`src/rtl/gpio_irq_pkg.sv`:
```
package gpio_irq_pkg;

   localparam int IDX_W = 5;
   typedef logic [IDX_W-1:0] widx_t;

   localparam widx_t W_DOUT   = 5'd0;
   localparam widx_t W_DIN    = 5'd1;
   localparam widx_t W_DIR    = 5'd2;
   localparam widx_t W_SET    = 5'd4;
   localparam widx_t W_CLR    = 5'd5;
   localparam widx_t W_RSV6   = 5'd6;
   localparam widx_t W_RSV7   = 5'd7;
   localparam widx_t W_IEN    = 5'd8;
   localparam widx_t W_RAW    = 5'd9;
   localparam widx_t W_MSKD   = 5'd10;
   localparam widx_t W_MASK   = 5'd11;
   localparam widx_t W_ICLR   = 5'd12;
   localparam widx_t W_TYPE   = 5'd13;
   localparam widx_t W_BOTH   = 5'd14;
   localparam widx_t W_POL    = 5'd15;
   localparam widx_t W_RSV16  = 5'd16;
   localparam widx_t W_RSV17  = 5'd17;

endpackage

```
`src/rtl/gpio_pin_sync.sv`:
```
module gpio_pin_sync #(
   parameter int NPINS  = 32,
   parameter int STAGES = 2
) (
   input  logic             clk,
   input  logic             rst_n,
   input  logic [NPINS-1:0] async_in,
   output logic [NPINS-1:0] sync_out
);

   if (STAGES < 2) begin : g_bad_stages
      $error("gpio_pin_sync: STAGES must be at least 2");
   end

   logic [NPINS-1:0] stg [STAGES];

   for (genvar s = 0; s < STAGES; s++) begin : g_stage
      if (s == 0) begin : g_first
         always_ff @(posedge clk or negedge rst_n) begin
            if (!rst_n) stg[s] <= '0;
            else        stg[s] <= async_in;
         end
      end else begin : g_next
         always_ff @(posedge clk or negedge rst_n) begin
            if (!rst_n) stg[s] <= '0;
            else        stg[s] <= stg[s-1];
         end
      end
   end

   assign sync_out = stg[STAGES-1];

endmodule

```
`src/rtl/gpio_trig_detect.sv`:
```
module gpio_trig_detect #(
   parameter int NPINS = 32
) (
   input  logic             clk,
   input  logic             rst_n,
   input  logic [NPINS-1:0] smp,
   input  logic [NPINS-1:0] lvl_sel,
   input  logic [NPINS-1:0] any_edge,
   input  logic [NPINS-1:0] pol,
   input  logic [NPINS-1:0] en,
   input  logic [NPINS-1:0] clr,
   output logic [NPINS-1:0] raw
);

   logic [NPINS-1:0] prev_q;
   logic [NPINS-1:0] flag_q;
   logic [NPINS-1:0] hit;
   logic [NPINS-1:0] catch_v;

   for (genvar p = 0; p < NPINS; p++) begin : g_pin
      assign hit[p] = any_edge[p] ? (smp[p] ^ prev_q[p]) :
                      pol[p]      ? (prev_q[p] & ~smp[p]) :
                                    (smp[p] & ~prev_q[p]);
      assign raw[p] = en[p] & (lvl_sel[p] ? (smp[p] ^ pol[p]) : flag_q[p]);
   end

   assign catch_v = hit & en & ~lvl_sel;

   always_ff @(posedge clk or negedge rst_n) begin
      if (!rst_n) begin
         prev_q <= '0;
         flag_q <= '0;
      end else begin
         prev_q <= smp;
         flag_q <= (flag_q & ~clr) | catch_v;
      end
   end

   // a flag only drops where a clear bit was written
   p_flag_hold_r10: assert property (@(posedge clk) disable iff (!rst_n)
      (|flag_q) |=> (($past(flag_q) & ~flag_q & ~$past(clr)) == '0));

   // a qualified edge is latched, even against a clear
   p_edge_latch_r5: assert property (@(posedge clk) disable iff (!rst_n)
      (|catch_v) |=> ((flag_q & $past(catch_v)) == $past(catch_v)));

endmodule

```
`src/rtl/gpio_irq_port.sv`:
```
module gpio_irq_port
   import gpio_irq_pkg::*;
#(
   parameter int NPINS       = 32,
   parameter int SYNC_STAGES = 2
) (
   input  logic             clk,
   input  logic             rst_n,
   input  logic [4:0]       bus_addr,
   input  logic             bus_wr,
   input  logic [NPINS-1:0] bus_wdata,
   input  logic             bus_rd,
   output logic [NPINS-1:0] bus_rdata,
   input  logic [NPINS-1:0] pin_in,
   output logic [NPINS-1:0] pin_out,
   output logic [NPINS-1:0] pin_oe,
   output logic             irq
);

   if (NPINS < 1 || NPINS > 32) begin : g_bad_width
      $error("gpio_irq_port: NPINS must be 1..32");
   end

   logic [NPINS-1:0] dout_q, dir_q, ien_q, mask_q, type_q, both_q, pol_q;
   logic [NPINS-1:0] smp, raw, masked, clr_pulse, rd_mux, rdata_q;

   gpio_pin_sync #(.NPINS(NPINS), .STAGES(SYNC_STAGES)) u_sync (
      .clk      (clk),
      .rst_n    (rst_n),
      .async_in (pin_in),
      .sync_out (smp)
   );

   assign clr_pulse = (bus_wr && bus_addr == W_ICLR) ? bus_wdata : '0;

   gpio_trig_detect #(.NPINS(NPINS)) u_det (
      .clk      (clk),
      .rst_n    (rst_n),
      .smp      (smp),
      .lvl_sel  (type_q),
      .any_edge (both_q),
      .pol      (pol_q),
      .en       (ien_q),
      .clr      (clr_pulse),
      .raw      (raw)
   );

   always_ff @(posedge clk or negedge rst_n) begin
      if (!rst_n) begin
         dout_q <= '0;
         dir_q  <= '0;
         ien_q  <= '0;
         mask_q <= '0;
         type_q <= '0;
         both_q <= '0;
         pol_q  <= '0;
      end else if (bus_wr) begin
         case (bus_addr)
            W_DOUT:  dout_q <= bus_wdata;
            W_SET:   dout_q <= dout_q | bus_wdata;
            W_CLR:   dout_q <= dout_q & ~bus_wdata;
            W_DIR:   dir_q  <= bus_wdata;
            W_IEN:   ien_q  <= bus_wdata;
            W_MASK:  mask_q <= bus_wdata;
            W_TYPE:  type_q <= bus_wdata;
            W_BOTH:  both_q <= bus_wdata;
            W_POL:   pol_q  <= bus_wdata;
            default: ;
         endcase
      end
   end

   assign masked = raw & ~mask_q;

   always_comb begin
      case (bus_addr)
         W_DOUT:  rd_mux = dout_q;
         W_DIN:   rd_mux = smp;
         W_DIR:   rd_mux = dir_q;
         W_IEN:   rd_mux = ien_q;
         W_RAW:   rd_mux = raw;
         W_MSKD:  rd_mux = masked;
         W_MASK:  rd_mux = mask_q;
         W_TYPE:  rd_mux = type_q;
         W_BOTH:  rd_mux = both_q;
         W_POL:   rd_mux = pol_q;
         default: rd_mux = '0;
      endcase
   end

   always_ff @(posedge clk or negedge rst_n) begin
      if (!rst_n)      rdata_q <= '0;
      else if (bus_rd) rdata_q <= rd_mux;
   end

   assign bus_rdata = rdata_q;
   assign pin_out   = dout_q;
   assign pin_oe    = dir_q;
   assign irq       = |masked;

   // set word ORs into the output data
   p_set_or_r2: assert property (@(posedge clk) disable iff (!rst_n)
      (bus_wr && bus_addr == W_SET) |=> (pin_out == $past(pin_out | bus_wdata)));

   // clear word removes its ones from the output data
   p_clr_andn_r2: assert property (@(posedge clk) disable iff (!rst_n)
      (bus_wr && bus_addr == W_CLR) |=> (pin_out == $past(pin_out & ~bus_wdata)));

   // reserved words read as zero
   p_hole_zero_r12: assert property (@(posedge clk) disable iff (!rst_n)
      (bus_rd && (bus_addr == W_SET || bus_addr == W_CLR || bus_addr == W_RSV6 ||
                  bus_addr == W_RSV7 || bus_addr == W_ICLR ||
                  bus_addr == W_RSV16 || bus_addr == W_RSV17))
      |=> (bus_rdata == '0));

endmodule

```
`config.mk`:
```
export PLATFORM = sky130hd
export DESIGN_NAME = gpio_irq_port
export DESIGN_NICKNAME = d
export VERILOG_FILES = /design/src/rtl/gpio_irq_pkg.sv /design/src/rtl/gpio_pin_sync.sv /design/src/rtl/gpio_trig_detect.sv /design/src/rtl/gpio_irq_port.sv
export SDC_FILE = /design/constraint.sdc
export NUM_CORES = 1
export LEC_CHECK = 0
export BUFFER_PORTS_ARGS = -buffer_cell sky130_fd_sc_hd__buf_2
export CORE_MARGIN = 1.5
export CORE_UTILIZATION = 40
export CTS_CLUSTER_SIZE = 28
export DETAILED_ROUTE_END_ITERATION = 7
export MAX_ROUTING_LAYER = met4
export PLACE_DENSITY = 0.67
export SETUP_SLACK_MARGIN = 0.4
export SKIP_LAST_GASP = 1
export SLEW_MARGIN = 10
export SYNTH_ARGS = -nofsm -noshare
export SYNTH_HDL_FRONTEND = slang
export SYNTH_HIERARCHICAL = 1
export SYNTH_SLANG_ARGS = --single-unit
```
`constraint.sdc`:
```
create_clock -name clk -period 2.2 [get_ports clk]
set_clock_uncertainty 0.15 [all_clocks]
set_input_delay 0.66 -clock clk [delete_from_list [all_inputs] [get_ports clk]]
set_output_delay 0.66 -clock clk [all_outputs]
set_load 0.02 [all_outputs]
```
==> flow_metrics.env <==
export IMPL_clk_latency_ps=580
export IMPL_rrSetupSlack_ps=290
export IMPL_core_mm2=0.0466
export IMPL_crit_chain="xnor2_2 > a21oi_2 > nand2b_1 > nand4_1 > nor4_1 > nand4_1 > buf_4 > buf_6"
export IMPL_clock_fmax_ghz=0.303
export IMPL_grt_max_degree=56
export IMPL_crit_fanout=2
export IMPL_synth_seq_area_share_pct=50.8
export IMPL_ant_nets=0
export IMPL_first_iter_violations=1473
export IMPL_gr_total_overflow=0
export IMPL_fin_util_pct=59.6
export IMPL_place_area_mm2=0.0230
export IMPL_status="complete, but fails checks"
export IMPL_yosysWarnings=6
export IMPL_violations="negative setup slack"
export IMPL_cts_made_buffers=44
export IMPL_ys_top_cells_by_count="dfrtp_1 (384), mux2_2 (151), a21oi_1 (115)"
export IMPL_firstDrtPassIters=6
export IMPL_cp_slowest_stage_delay_ps=420
export IMPL_fin_crit_ps=3300
export IMPL_boundaryPins=170
export IMPL_cts_tree="yes"
export IMPL_grt_pass1_wl_um=96800
export IMPL_ys_top_cells_by_area="dfrtp_1 (51%), mux2_2 (9.0%), ha_1 (4.2%), a21oi_1 (3.0%), a22oi_1 (2.8%)"
export IMPL_cap_viol_max_count=0
export IMPL_crit_type="reg -> out"
export IMPL_setup_viol=1
export IMPL_start_util_pct=40.6
export IMPL_num_vias=16427
export IMPL_synth_seq_cells=384
export IMPL_routed_wl_um=68500
export IMPL_wl_per_cell_um=23.9
export IMPL_crit_required_ps=1390
export IMPL_synth_top_cell_by_area="dfrtp_1"
export IMPL_clk_path_buf_depth=3
export IMPL_synth_edf_count=0
export IMPL_area_growth_pct=46.7
export IMPL_synth_avg_cell_area_um2=11.3
export IMPL_hold_class="in -> reg"
export IMPL_synth_flop_cell="dfrtp_1"
export IMPL_io_buffers=169
export IMPL_antenna_found_initial=2
export IMPL_fp_row_count=79
export IMPL_clock_root_buffer="clkbuf_16"
export IMPL_grt_setup_unrepaired="true"
export IMPL_timing_hold_ws_ps=36.0
export IMPL_dp_hpwl_um=41800
export IMPL_layout_drive_gt1_share_pct=47.5
export IMPL_h_tree_depth=2
export IMPL_via_per_inst=5.72
export IMPL_slew_violations=0
export IMPL_synth_nets=1806
export IMPL_final_area_mm2=0.0277
export IMPL_clk_pin_slew_worst_paths_ps=60
export IMPL_die_x_um=220
export IMPL_cts_sinks=384
export IMPL_max_vdd_ir_drop_uv=637
export IMPL_dieArea_mm2=0.0486
export IMPL_fin_total_pwr_mw=23.2
export IMPL_place_gp_congestion=0.928
export IMPL_syn_cell_area_mm2=0.0189
export IMPL_end_kind="output port"
export IMPL_syn_inst=1669
export IMPL_grt_pass1_vias=16451
export IMPL_cpMaxStageDelayCell="nor4_1"
export IMPL_path_common_cell="nand4_1"
export IMPL_nets=2366
export IMPL_power_density_mw_per_mm2=836
export IMPL_hold_violations=0
export IMPL_cp_start_kind="flop"
export IMPL_die_h_um=220
export IMPL_worstMarginPinSlew_ps=607
export IMPL_worst_slack_ps=-1100
export IMPL_timing_critical_path_arrival_ps=2490
export IMPL_synth_most_common_cell="dfrtp_1"
export IMPL_finalCritPeriodShare_pct=150
export IMPL_async_flop_share_pct=100
export IMPL_synth_top_cell_area_share_pct=50.8
export IMPL_grt_util_all_layers_pct=27.3
export IMPL_ys_types=57
export IMPL_relSlewSlack_pct=59.5
export IMPL_nFillCells=3510
export IMPL_p_leak_nw=13.2
export IMPL_drc=0
[sequential cells by signal, summed over array words and instances, names as in the netlist]
register / count
mask_q: 32
pin_oe: 32
u_det/prev_q: 32
u_det/flag_q: 32
type_q: 32
ien_q: 32
both_q: 32
bus_rdata: 32
pin_out: 32
pol_q: 32
u_sync/sync_out: 32
u_sync/stg: 32
[metrics by stage]
stage               setup slack [ps]  std cells  TNS, ps
floorplan                       -181       1669    -1960
global placement                -590       2618   -63060
global route                   -1100       2870    -1100
detailed placement              -580       2618   -66320
CTS                             -986       2813     -986
finish                         -1100       2870    -1100
[routing by layer]
metal	up-vias	wire length [um]	track usage, %
met2	805	31900	42.4
met1	8280	27300	34.5
met4	0	3610	12.8
li1	7107	-	-
met5	-	0	-
met3	235	5660	5.15
[power by group]
group / internal [mW] / switching (mW)
clock network: 4.89 / 3.01
registers: 8.14 / 0.819
logic: 3.41 / 2.93
total: 16.4 / 6.76
[placed cells by master (no fill, tap or decap), types with 10 or more instances in the layout]
master and n:
nor2b_1 33, nand2b_1 14, nor2_1 11, nand4_1 15, o21ai_0 40, o22ai_1 42, a32oi_1 10, buf_12 53
buf_4 373, dfrtp_1 380, nand2_1 44, clkbuf_8 10, xnor2_2 16, inv_1 114, nand3b_1 38, o21ai_1 37
xnor2_1 16, nand3_2 30, ha_1 64, and2_1 32, buf_6 135, mux2i_1 28, buf_2 66, a211oi_1 33
a21oi_1 92, a22oi_2 25, clkbuf_16 53, a21oi_2 23, buf_16 10, a22o_1 26, nor3_1 10, mux2_4 64
a22oi_1 45, buf_8 10, mux2_2 128
[kinds of logic (layout without fill, tap and decap cells)]
group / after synthesis / count (layout) / share of synthesized area, %
adder cells (fa/ha/maj): 64 / 64 / 4.23
AND/OR/NAND/NOR: 286 / 286 / 8.81
other: 0 / 2 / 0
XOR/XNOR: 32 / 32 / 1.48
AO/OA/AOI/OAI: 425 / 425 / 14.6
multiplexers: 221 / 221 / 13.6
buffers and inverters: 257 / 849 / 6.48
flip-flops: 384 / 384 / 50.8
[final cells by class]
| class | instances | area, um^2 | area share (%) |
|---|---|---|---|
| multi-input cells | 1028 | 9040 | 32.6 |
| repair buffers | 656 | 6350 | 22.9 |
| well taps | 607 | 759 | 2.74 |
| flip-flops and latches | 384 | 9610 | 34.7 |
| diodes | 2 | 5.00 | 0.0180 |
| clock buffers | 62 | 1290 | 4.65 |
| clock inverters | 16 | 258 | 0.929 |
| inverters | 115 | 432 | 1.56 |
[worst max-delay path: cells and delay by family (launching register included)]
family / cells / cell delay [ps]
AOI/OAI and AO/OA: 1 / 80
DFF: 1 / 410
xor gates and xnor gates: 1 / 190
buffers and inverters: 2 / 300
and+or+nand+nor: 4 / 930
[timing repair]
item                                    CTS  global route
hold endpoints to repair                 26             0
hold buffers                              1             0
setup buffers                           106            46
gates resized for setup                 280           122
endpoints found under the setup margin  272           278
pin swaps                                34            96
gates cloned                             10             9
[worst paths after layout]
| check | start | endpoint | cells after the start |
|---|---|---|---|
| min reg2reg | u_sync/stg[46] | u_sync/sync_out[14] | 0 |
| max reg2reg | u_sync/sync_out[10] | bus_rdata[10] | 7 |
| min in group asynchronous | rst_n | ien_q[20] | 2 |
| max in group asynchronous | rst_n | u_det/prev_q[29] | 3 |
| max | pol_q[24] | irq | 8 |
| min | pin_in[11] | u_sync/stg[43] | 1 |
Note: power is estimated with default switching activity, not from simulation.
